--- src/rtl/can_bt_pkg.sv ---
// Shared widths and the timing configuration type for the CAN bit timing sampler.
package can_bt_pkg;
    parameter int REG_W   = 8;   // register width in bits
    parameter int PRESC_W = 6;   // prescaler field width
    parameter int SEG1_W  = 4;   // first segment field width
    parameter int SEG2_W  = 3;   // second segment field width
    localparam int SEG_MAX_W = (SEG1_W > SEG2_W) ? SEG1_W : SEG2_W;
    localparam int QIDX_W    = SEG_MAX_W + 2; // holds up to 1 + 2^SEG1_W + 2^SEG2_W

    typedef struct packed {
        logic              triple;
        logic [SEG2_W-1:0] seg2;
        logic [SEG1_W-1:0] seg1;
    } bt_cfg_t;
endpackage

--- src/rtl/can_bt_regs.sv ---
// Configuration registers: the prescaler and the timing byte.
// Assumes 1 + SEG1_W + SEG2_W <= REG_W and PRESC_W <= REG_W. Writes land only
// when wr_allow is high. Reads are combinational and always available.
module can_bt_regs
    import can_bt_pkg::*;
(
    input  logic               clk,
    input  logic               rst_n,
    input  logic               wr_allow,
    input  logic               wr_en,
    input  logic               wr_addr,
    input  logic [REG_W-1:0]   wr_data,
    input  logic               rd_addr,
    output logic [REG_W-1:0]   rd_data,
    output logic [PRESC_W-1:0] presc_q,
    output bt_cfg_t            cfg_q
);
    logic [REG_W-1:0] tim_word;

    // Register update, gated by init mode.
    always_ff @(posedge clk) begin
        if (!rst_n) begin
            presc_q <= '0;
            cfg_q   <= '0;
        end else if (wr_allow && wr_en) begin
            if (!wr_addr) begin
                presc_q <= wr_data[PRESC_W-1:0];
            end else begin
                cfg_q.triple <= wr_data[REG_W-1];
                cfg_q.seg2   <= wr_data[SEG1_W+SEG2_W-1:SEG1_W];
                cfg_q.seg1   <= wr_data[SEG1_W-1:0];
            end
        end
    end

    // Pack the timing fields back into their byte positions.
    always_comb begin
        tim_word = '0;
        tim_word[REG_W-1] = cfg_q.triple;
        tim_word[SEG1_W+SEG2_W-1:0] = {cfg_q.seg2, cfg_q.seg1};
    end

    // Read mux.
    always_comb begin
        rd_data = rd_addr ? tim_word : REG_W'(presc_q);
    end
endmodule

--- src/rtl/can_bt_prescaler.sv ---
// Time quantum generator: emits one tick every presc_q+1 clocks.
// Assumes presc_q changes only while hold is high.
module can_bt_prescaler
    import can_bt_pkg::*;
(
    input  logic               clk,
    input  logic               rst_n,
    input  logic               hold,
    input  logic [PRESC_W-1:0] presc_q,
    output logic [PRESC_W-1:0] pcnt,
    output logic               tick
);
    // Clock divider counter, cleared while held.
    always_ff @(posedge clk) begin
        if (!rst_n || hold) begin
            pcnt <= '0;
        end else if (pcnt == presc_q) begin
            pcnt <= '0;
        end else begin
            pcnt <= pcnt + 1'b1;
        end
    end

    // Quantum boundary: the last clock of a quantum.
    always_comb tick = !hold && (pcnt == presc_q);
endmodule

--- src/rtl/can_bt_seq.sv ---
// Quantum sequencer: counts quanta through sync, segment 1 and segment 2.
// Flags the quantum boundaries used for sampling. Index 0 is the sync quantum.
// The sample point ends quantum seg1+1. Assumes the configuration is static
// while not held.
module can_bt_seq
    import can_bt_pkg::*;
(
    input  logic              clk,
    input  logic              rst_n,
    input  logic              hold,
    input  logic              tick,
    input  bt_cfg_t           cfg_q,
    output logic [QIDX_W-1:0] qidx,
    output logic [QIDX_W-1:0] qlast,
    output logic              early_evt,
    output logic              mid_evt,
    output logic              sp_evt
);
    logic [QIDX_W-1:0] sp_idx;

    // Derived positions within the bit time.
    always_comb begin
        sp_idx    = QIDX_W'(cfg_q.seg1) + QIDX_W'(1);
        qlast     = QIDX_W'(cfg_q.seg1) + QIDX_W'(cfg_q.seg2) + QIDX_W'(2);
        sp_evt    = tick && (qidx == sp_idx);
        mid_evt   = tick && (qidx == QIDX_W'(cfg_q.seg1));
        early_evt = tick && (qidx == QIDX_W'(cfg_q.seg1) - QIDX_W'(1));
    end

    // Quantum index, wrapping after the last quantum of segment 2.
    always_ff @(posedge clk) begin
        if (!rst_n || hold) begin
            qidx <= '0;
        end else if (tick) begin
            qidx <= (qidx == qlast) ? '0 : qidx + 1'b1;
        end
    end
endmodule

--- src/rtl/can_bt_vote.sv ---
// Bit decision: captures two early samples, then decides at the sample point.
// The decision is the line itself, or a majority of three when triple_ok.
// Assumes rx_in is already synchronous to clk.
module can_bt_vote (
    input  logic clk,
    input  logic rst_n,
    input  logic hold,
    input  logic rx_in,
    input  logic triple_ok,
    input  logic early_evt,
    input  logic mid_evt,
    input  logic sp_evt,
    output logic bit_strobe,
    output logic bit_value
);
    logic smp_a, smp_b, maj;

    // Early sample capture for the vote.
    always_ff @(posedge clk) begin
        if (!rst_n) begin
            smp_a <= 1'b0;
            smp_b <= 1'b0;
        end else begin
            if (early_evt) smp_a <= rx_in;
            if (mid_evt)   smp_b <= rx_in;
        end
    end

    // Two-of-three majority.
    always_comb maj = (smp_a & smp_b) | (smp_a & rx_in) | (smp_b & rx_in);

    // Registered strobe and held bit value.
    always_ff @(posedge clk) begin
        if (!rst_n) begin
            bit_strobe <= 1'b0;
            bit_value  <= 1'b0;
        end else if (hold) begin
            bit_strobe <= 1'b0;
        end else begin
            bit_strobe <= sp_evt;
            if (sp_evt) bit_value <= triple_ok ? maj : rx_in;
        end
    end
endmodule

--- src/rtl/can_bit_sampler.sv ---
// CAN bit timing sampler top: registers, quantum prescaler, quantum sequencer
// and bit decision. Init mode (request and acknowledge both high) unlocks
// writes and holds the timing at its start.
module can_bit_sampler
    import can_bt_pkg::*;
(
    input  logic             clk,
    input  logic             rst_n,
    input  logic             init_req,
    input  logic             init_ack,
    input  logic             wr_en,
    input  logic             wr_addr,
    input  logic [REG_W-1:0] wr_data,
    input  logic             rd_addr,
    output logic [REG_W-1:0] rd_data,
    input  logic             rx_in,
    output logic             bit_strobe,
    output logic             bit_value
);
    logic               init_on;
    logic [PRESC_W-1:0] presc_q;
    bt_cfg_t            cfg_q;
    logic [PRESC_W-1:0] pcnt;
    logic               tick;
    logic [QIDX_W-1:0]  qidx, qlast;
    logic               early_evt, mid_evt, sp_evt;
    logic               triple_ok;

    // Init mode needs both handshake halves.
    always_comb init_on = init_req && init_ack;
    // Voting needs a first segment of at least two quanta.
    always_comb triple_ok = cfg_q.triple && (cfg_q.seg1 != '0);

    can_bt_regs i_regs (
        .clk(clk), .rst_n(rst_n), .wr_allow(init_on), .wr_en(wr_en),
        .wr_addr(wr_addr), .wr_data(wr_data), .rd_addr(rd_addr),
        .rd_data(rd_data), .presc_q(presc_q), .cfg_q(cfg_q)
    );

    can_bt_prescaler i_presc (
        .clk(clk), .rst_n(rst_n), .hold(init_on), .presc_q(presc_q),
        .pcnt(pcnt), .tick(tick)
    );

    can_bt_seq i_seq (
        .clk(clk), .rst_n(rst_n), .hold(init_on), .tick(tick), .cfg_q(cfg_q),
        .qidx(qidx), .qlast(qlast), .early_evt(early_evt), .mid_evt(mid_evt),
        .sp_evt(sp_evt)
    );

    can_bt_vote i_vote (
        .clk(clk), .rst_n(rst_n), .hold(init_on), .rx_in(rx_in),
        .triple_ok(triple_ok), .early_evt(early_evt), .mid_evt(mid_evt),
        .sp_evt(sp_evt), .bit_strobe(bit_strobe), .bit_value(bit_value)
    );
endmodule

--- config.mk ---
export PLATFORM = sky130hd
export DESIGN_NAME = can_bit_sampler
export DESIGN_NICKNAME = d
export VERILOG_FILES = /design/src/rtl/can_bt_pkg.sv /design/src/rtl/can_bt_regs.sv /design/src/rtl/can_bt_prescaler.sv /design/src/rtl/can_bt_seq.sv /design/src/rtl/can_bt_vote.sv /design/src/rtl/can_bit_sampler.sv
export SDC_FILE = /design/constraint.sdc
export NUM_CORES = 1
export LEC_CHECK = 0
export ABC_CLOCK_PERIOD_IN_PS = 7100
export BUFFER_PORTS_ARGS = -buffer_cell sky130_fd_sc_hd__buf_2
export CAP_MARGIN = 40
export CORE_ASPECT_RATIO = 0.6
export CORE_MARGIN = 5
export CORE_UTILIZATION = 42
export DETAILED_ROUTE_END_ITERATION = 8
export SETUP_SLACK_MARGIN = 0.2
export SYNTH_ARGS = -nofsm -noshare
export SYNTH_HDL_FRONTEND = slang
export SYNTH_SLANG_ARGS = --single-unit
--- constraint.sdc ---
create_clock -name clk -period 7.1 [get_ports clk]
set_input_delay 1.775 -clock clk [delete_from_list [all_inputs] [get_ports clk]]
set_output_delay 1.775 -clock clk [all_outputs]
set_load 0.05 [all_outputs]
# Yosys cells after proc, flatten, opt, wreduce, memory -nomap -nowiden
# Index checks and enable logic that the tools add are counted.
[word_totals]
regBits = 30
inputBits = 16
out_inout_bits = 10
word_cells = 48
[op_classes]
addsub = 6
n_eq_ne = 5
muxes = 3
bitwise = 8
reduce_logical = 16
[ops]
columns = ["op", "n"]
rows = [
  ["$eq 6x6->1", 4],
  ["$add 6x1->6 const B", 2],
  ["$mux 8", 1],
  ["$logic_and 1x1->1", 7],
  ["$add 6x2->6 const B", 1],
  ["$eq 6x4->1", 1],
  ["$mux 6", 1],
  ["$reduce_and 2->1", 3],
  ["$add 4x1->5 const B", 1],
  ["$add 4x3->5", 1],
  ["$sub 4x1->5 const B", 1],
  ["$reduce_bool 4->1", 1],
  ["$reduce_or 2->1", 2],
  ["$and 1x1->1", 3],
  ["$not 1->1", 3],
  ["$logic_not 1->1", 2],
  ["$or 1x1->1", 2],
  ["$logic_or 1x1->1", 1],
  ["$mux 1", 1],
]

# Longest topological paths before layout
[logic_depth]
word_depth = 5
depth_mapped = 9
ltp_nobuf = 9

# By module
# A second synthesis with hierarchy kept.
[unflattened]
cells_unflattened = 233
area_unflattened_um2 = 2034.5
[modules_own_cells]
columns = ["mod", "instances", "cells_each", "area_per_inst_um2", "seq_area_each_um2"]
rows = [
  ["can_bt_seq", 1, 117, 875.8, 120.1],
  ["can_bt_regs", 1, 64, 626.9, 280.3],
  ["can_bt_prescaler", 1, 34, 341.6, 120.1],
  ["can_bt_vote", 1, 16, 172.7, 80.1],
  ["can_bit_sampler", 1, 2, 17.5, 0.0],
]

# Least setup slack after synthesis
# OpenSTA, ideal clock, no wires.
[synth_timing]
path_kind = "input-to-output"
startpoint = "in rd_addr"
endpoint = "out rd_data[0]"
t_arrival_ns = 2.504
required_time_ns = 5.325
setup_slack_ns = 2.821
stages = 2
n_path_buf = 1
cell_sequence = "clkbuf_1 mux2_2"
[synth_via]
elab_chain_len = 1
[synth_rtl]
columns = ["element", "line_no", "text"]
rows = [
  ["from (decl)", "can_bit_sampler.sv:14", "input logic rd_addr,"],
  ["$mux 8", "can_bt_regs.sv:45", "rd_data = rd_addr ? tim_word : REG_W'(presc_q);"],
  ["to (decl)", "can_bit_sampler.sv:15", "output logic [REG_W-1:0] rd_data,"],
]
# Every way passes these cells.

# Worst setup path in the final report
[layout_timing]
startpoint = "in rd_addr"
endpoint = "out rd_data[2]"
# The elaborated chain is that of the path after synthesis.

==> flow_summary.ini <==
[run_status]
status = finished clean

[sta]
fmax_ghz = 0.233
rsz0062_at_grt = no
worstMarginPinSlew_ns = 0.643
min_period_ns = 4.30
fin_skew_ns = 0.00980
drv_slew = 0
post-route-period-util_pct = 60.6
finalSetupViolCount = 0
timing.slew.headroom_pct = 57.0
setup_tns_ns = 0
finalHoldViolations = 0

[layout]
final_nets = 278
drive_gt1_share_pct = 16.1
utilization_pct = 48.6
syn_to_final_growth_pct = 13.4
multi_input_area_mm2 = 0.00126
regArea_um2 = 601
antenna_cells = 0
fillCellCount = 435

[synth]
synthesis.area_mm2 = 0.00193
ys_seq_elements = 30
ys_types = 47
synth_fp_nets = 254
yosys_warnings = 0
synthCells = 229
synth_flop_cell = dfxtp_1
synth-async-reset-ratio_pct = 0
synth-edff-count = 0
seq_area_frac_synth_pct = 31.2
avgSynthCellArea_um2 = 8.41

[setup_path]
cp_num_buf_inv = 2
crit_fanout = 8
reg2reg_setup_slack_ns = 4.01
cp_cell_sequence = buf_2 > mux2_2 > buf_2
worst_ep_required_time_ns = 5.33
criticalPathCategory = in2out
critPathCaptureType = output pin
crit_path_frequent_cell = buf_2
crit_family = buffers and inverters
slowest_delay_ns = 0.35
cp-start-kind = input port
slowest_stage = mux2_2
arrival_ns = 2.53

[clock_tree]
h-tree-depth = 2
postCtsSetupBuffers = 0
cts_sinks = 30
root_buffer = clkbuf_8
hold_buffers = 0
clkSlewWorstSetupHoldPaths_ns = 0.06
cts_resized = 0
cts_buffer_depth = 2
cts_buffers = 5
cts_tree = yes
clkLatencyLatePin_ns = 0.28

[placement]
hpwlAfterDp_um = 3560
place_congestion = 0.873
port_buffers = 25

[power]
peakVddDrop_mv = 0.127
p_int_w = 0.000278
swShare_pct = 29.5
p_seq_share_pct = 46.6
power.switching_w = 0.000116
pwr_density_cell_mw_per_mm2 = 180
finalPower_w = 0.000394
comb_power_share_pct = 16.9
p_leak_nw = 0.939
clkPwrFrac_pct = 36.5

[floorplan]
die_h_um = 62.5
fp-row-count = 19
initial_utilization_pct = 42.9
io_pins = 26
core_mm2 = 0.00449
die_area_mm2 = 0.00609
die_x_um = 97.4

[hold_path]
hp-class = reg2reg

[routing]
post_drt_via_cell_ratio = 5.38
drtIter0Drc = 224
drtAntennaViolNets = 0
wl_per_cell_um = 14.5
vias = 1707
drc = 0
wl_um = 4600
drtPass1Iterations = 4

[global_route]
grt_overflow_total = 0
grt_use_total_pct = 16.0
grt_pass1_vias = 1620
grt_max_degree = 18
grt_pass1_wl_um = 7990
grt_antenna_before_repair = 0

[run]
drv_cap = 0
## cells in the mapped netlist (all sizes together) (4+ instances only)
cell type  count  area share, %
xor2          11            5.0
inv            6            1.2
mux2i          7            3.6
ha             8            5.2
nand3         10            2.6
xnor2         17            7.7
nor2          22            4.3
nor3b          4            1.6
a21oi         13            3.4
and3           5            1.6
nand2         27            5.3
and2           4            1.3
nor3           7            1.8
a211oi         8            3.1
dfxtp         30             31
mux2           6            3.5
clkbuf         6            1.2
## layout make-up
type | instances | area share (%)
clock buffers | 6 | 3.78
repair buffers | 25 | 5.73
multi-input cells | 184 | 57.6
inverters | 7 | 1.20
flip-flops and latches | 30 | 27.5
clock inverters | 2 | 0.573
well taps | 63 | 3.61
## registers in the layout, indices dropped and copies added (netlist names)
register / count
i_regs.presc_q: 6
i_presc.pcnt: 6
i_regs.cfg_q: 8
i_vote.bit_value: 1
i_seq.qidx: 6
i_vote.bit_strobe: 1
i_vote.smp_b: 1
i_vote.smp_a: 1
## worst reg2reg max path: stages, from the launching register on
cell and delay (ns):
dfxtp_1 0.40, ha_1 0.28, fa_1 0.44, xor2_1 0.28
ha_1 0.23, xor2_1 0.30, nor3b_1 0.28, nor3_1 0.11
nor4b_4 0.47, o22ai_1 0.16
## layout by cell type, fill, tap and decap left out, types with 2 or more instances in the layout
master    Yosys  final
mux2i_1       7      7
inv_1         6      6
xnor2_1      17     17
nor4_1        2      2
buf_2         0     25
nor3_1        7      7
nand3_1      10     10
o21ai_0       3      3
nor2_1       22     22
nand4_1       3      3
xor2_1       11     11
nor3b_1       4      4
a21boi_0      2      2
mux2_2        6      6
o31a_1        2      2
nand3b_1      3      3
clkbuf_8      0      6
nand2_1      27     27
dfxtp_1      30     30
and3_1        5      5
a21oi_1      13     13
ha_1          8      8
a211oi_1      8      8
and2_1        3      3
## final timing paths
path | start | endpoint | depth (start not counted)
min reg2reg | i_vote.bit_value | i_vote.bit_value | 2
max | rd_addr | rd_data[2] | 3
min | i_vote.bit_value | i_vote.bit_value | 2
max reg2reg | i_regs.cfg_q[0] | i_seq.qidx[0] | 9
## cells by family after synthesis
family / share of synthesized area [%]
buf+inv: 3.51
simple gates: 25.1
mux: 7.14
compound gates: 14.2
fa+ha+maj: 6.23
flops: 31.2
xor+xnor: 12.7
## per-stage QoR
step	std cells	hold slack, ns	cell area [um2]	setup WS [ns]
finish	317	0.459	2180	2.80
global route	317	0.512	2180	2.77
CTS	317	0.467	2180	2.80
detailed placement	309	0.456	2090	2.80
global placement	309	0.453	2090	2.82
floorplan	229	0.441	1930	2.82
## power by group through the flow
stage | Sequential (W) | Clock [W] | Combinational [W]
after floorplan | 0.000186 | 0 | 0.0000472
final | 0.000183 | 0.000144 | 0.0000667
after detailed placement | 0.000187 | 0 | 0.0000657
after global routing | 0.000184 | 0.000158 | 0.0000748
after CTS | 0.000183 | 0.000149 | 0.0000659
after global placement | 0.000187 | 0 | 0.0000656
## per-layer routing
| metal | vias to the layer above | share of wire, % | global-route usage [%] |
|---|---|---|---|
| met5 | - | 0 | 0 |
| met4 | 0 | 0.41 | 2.59 |
| met3 | 4 | 6.8 | 4.12 |
| met2 | 49 | 38 | 21.0 |
| met1 | 794 | 54 | 25.6 |
| li1 | 860 | - | - |
No activity file was read; power rests on OpenSTA's default activity.
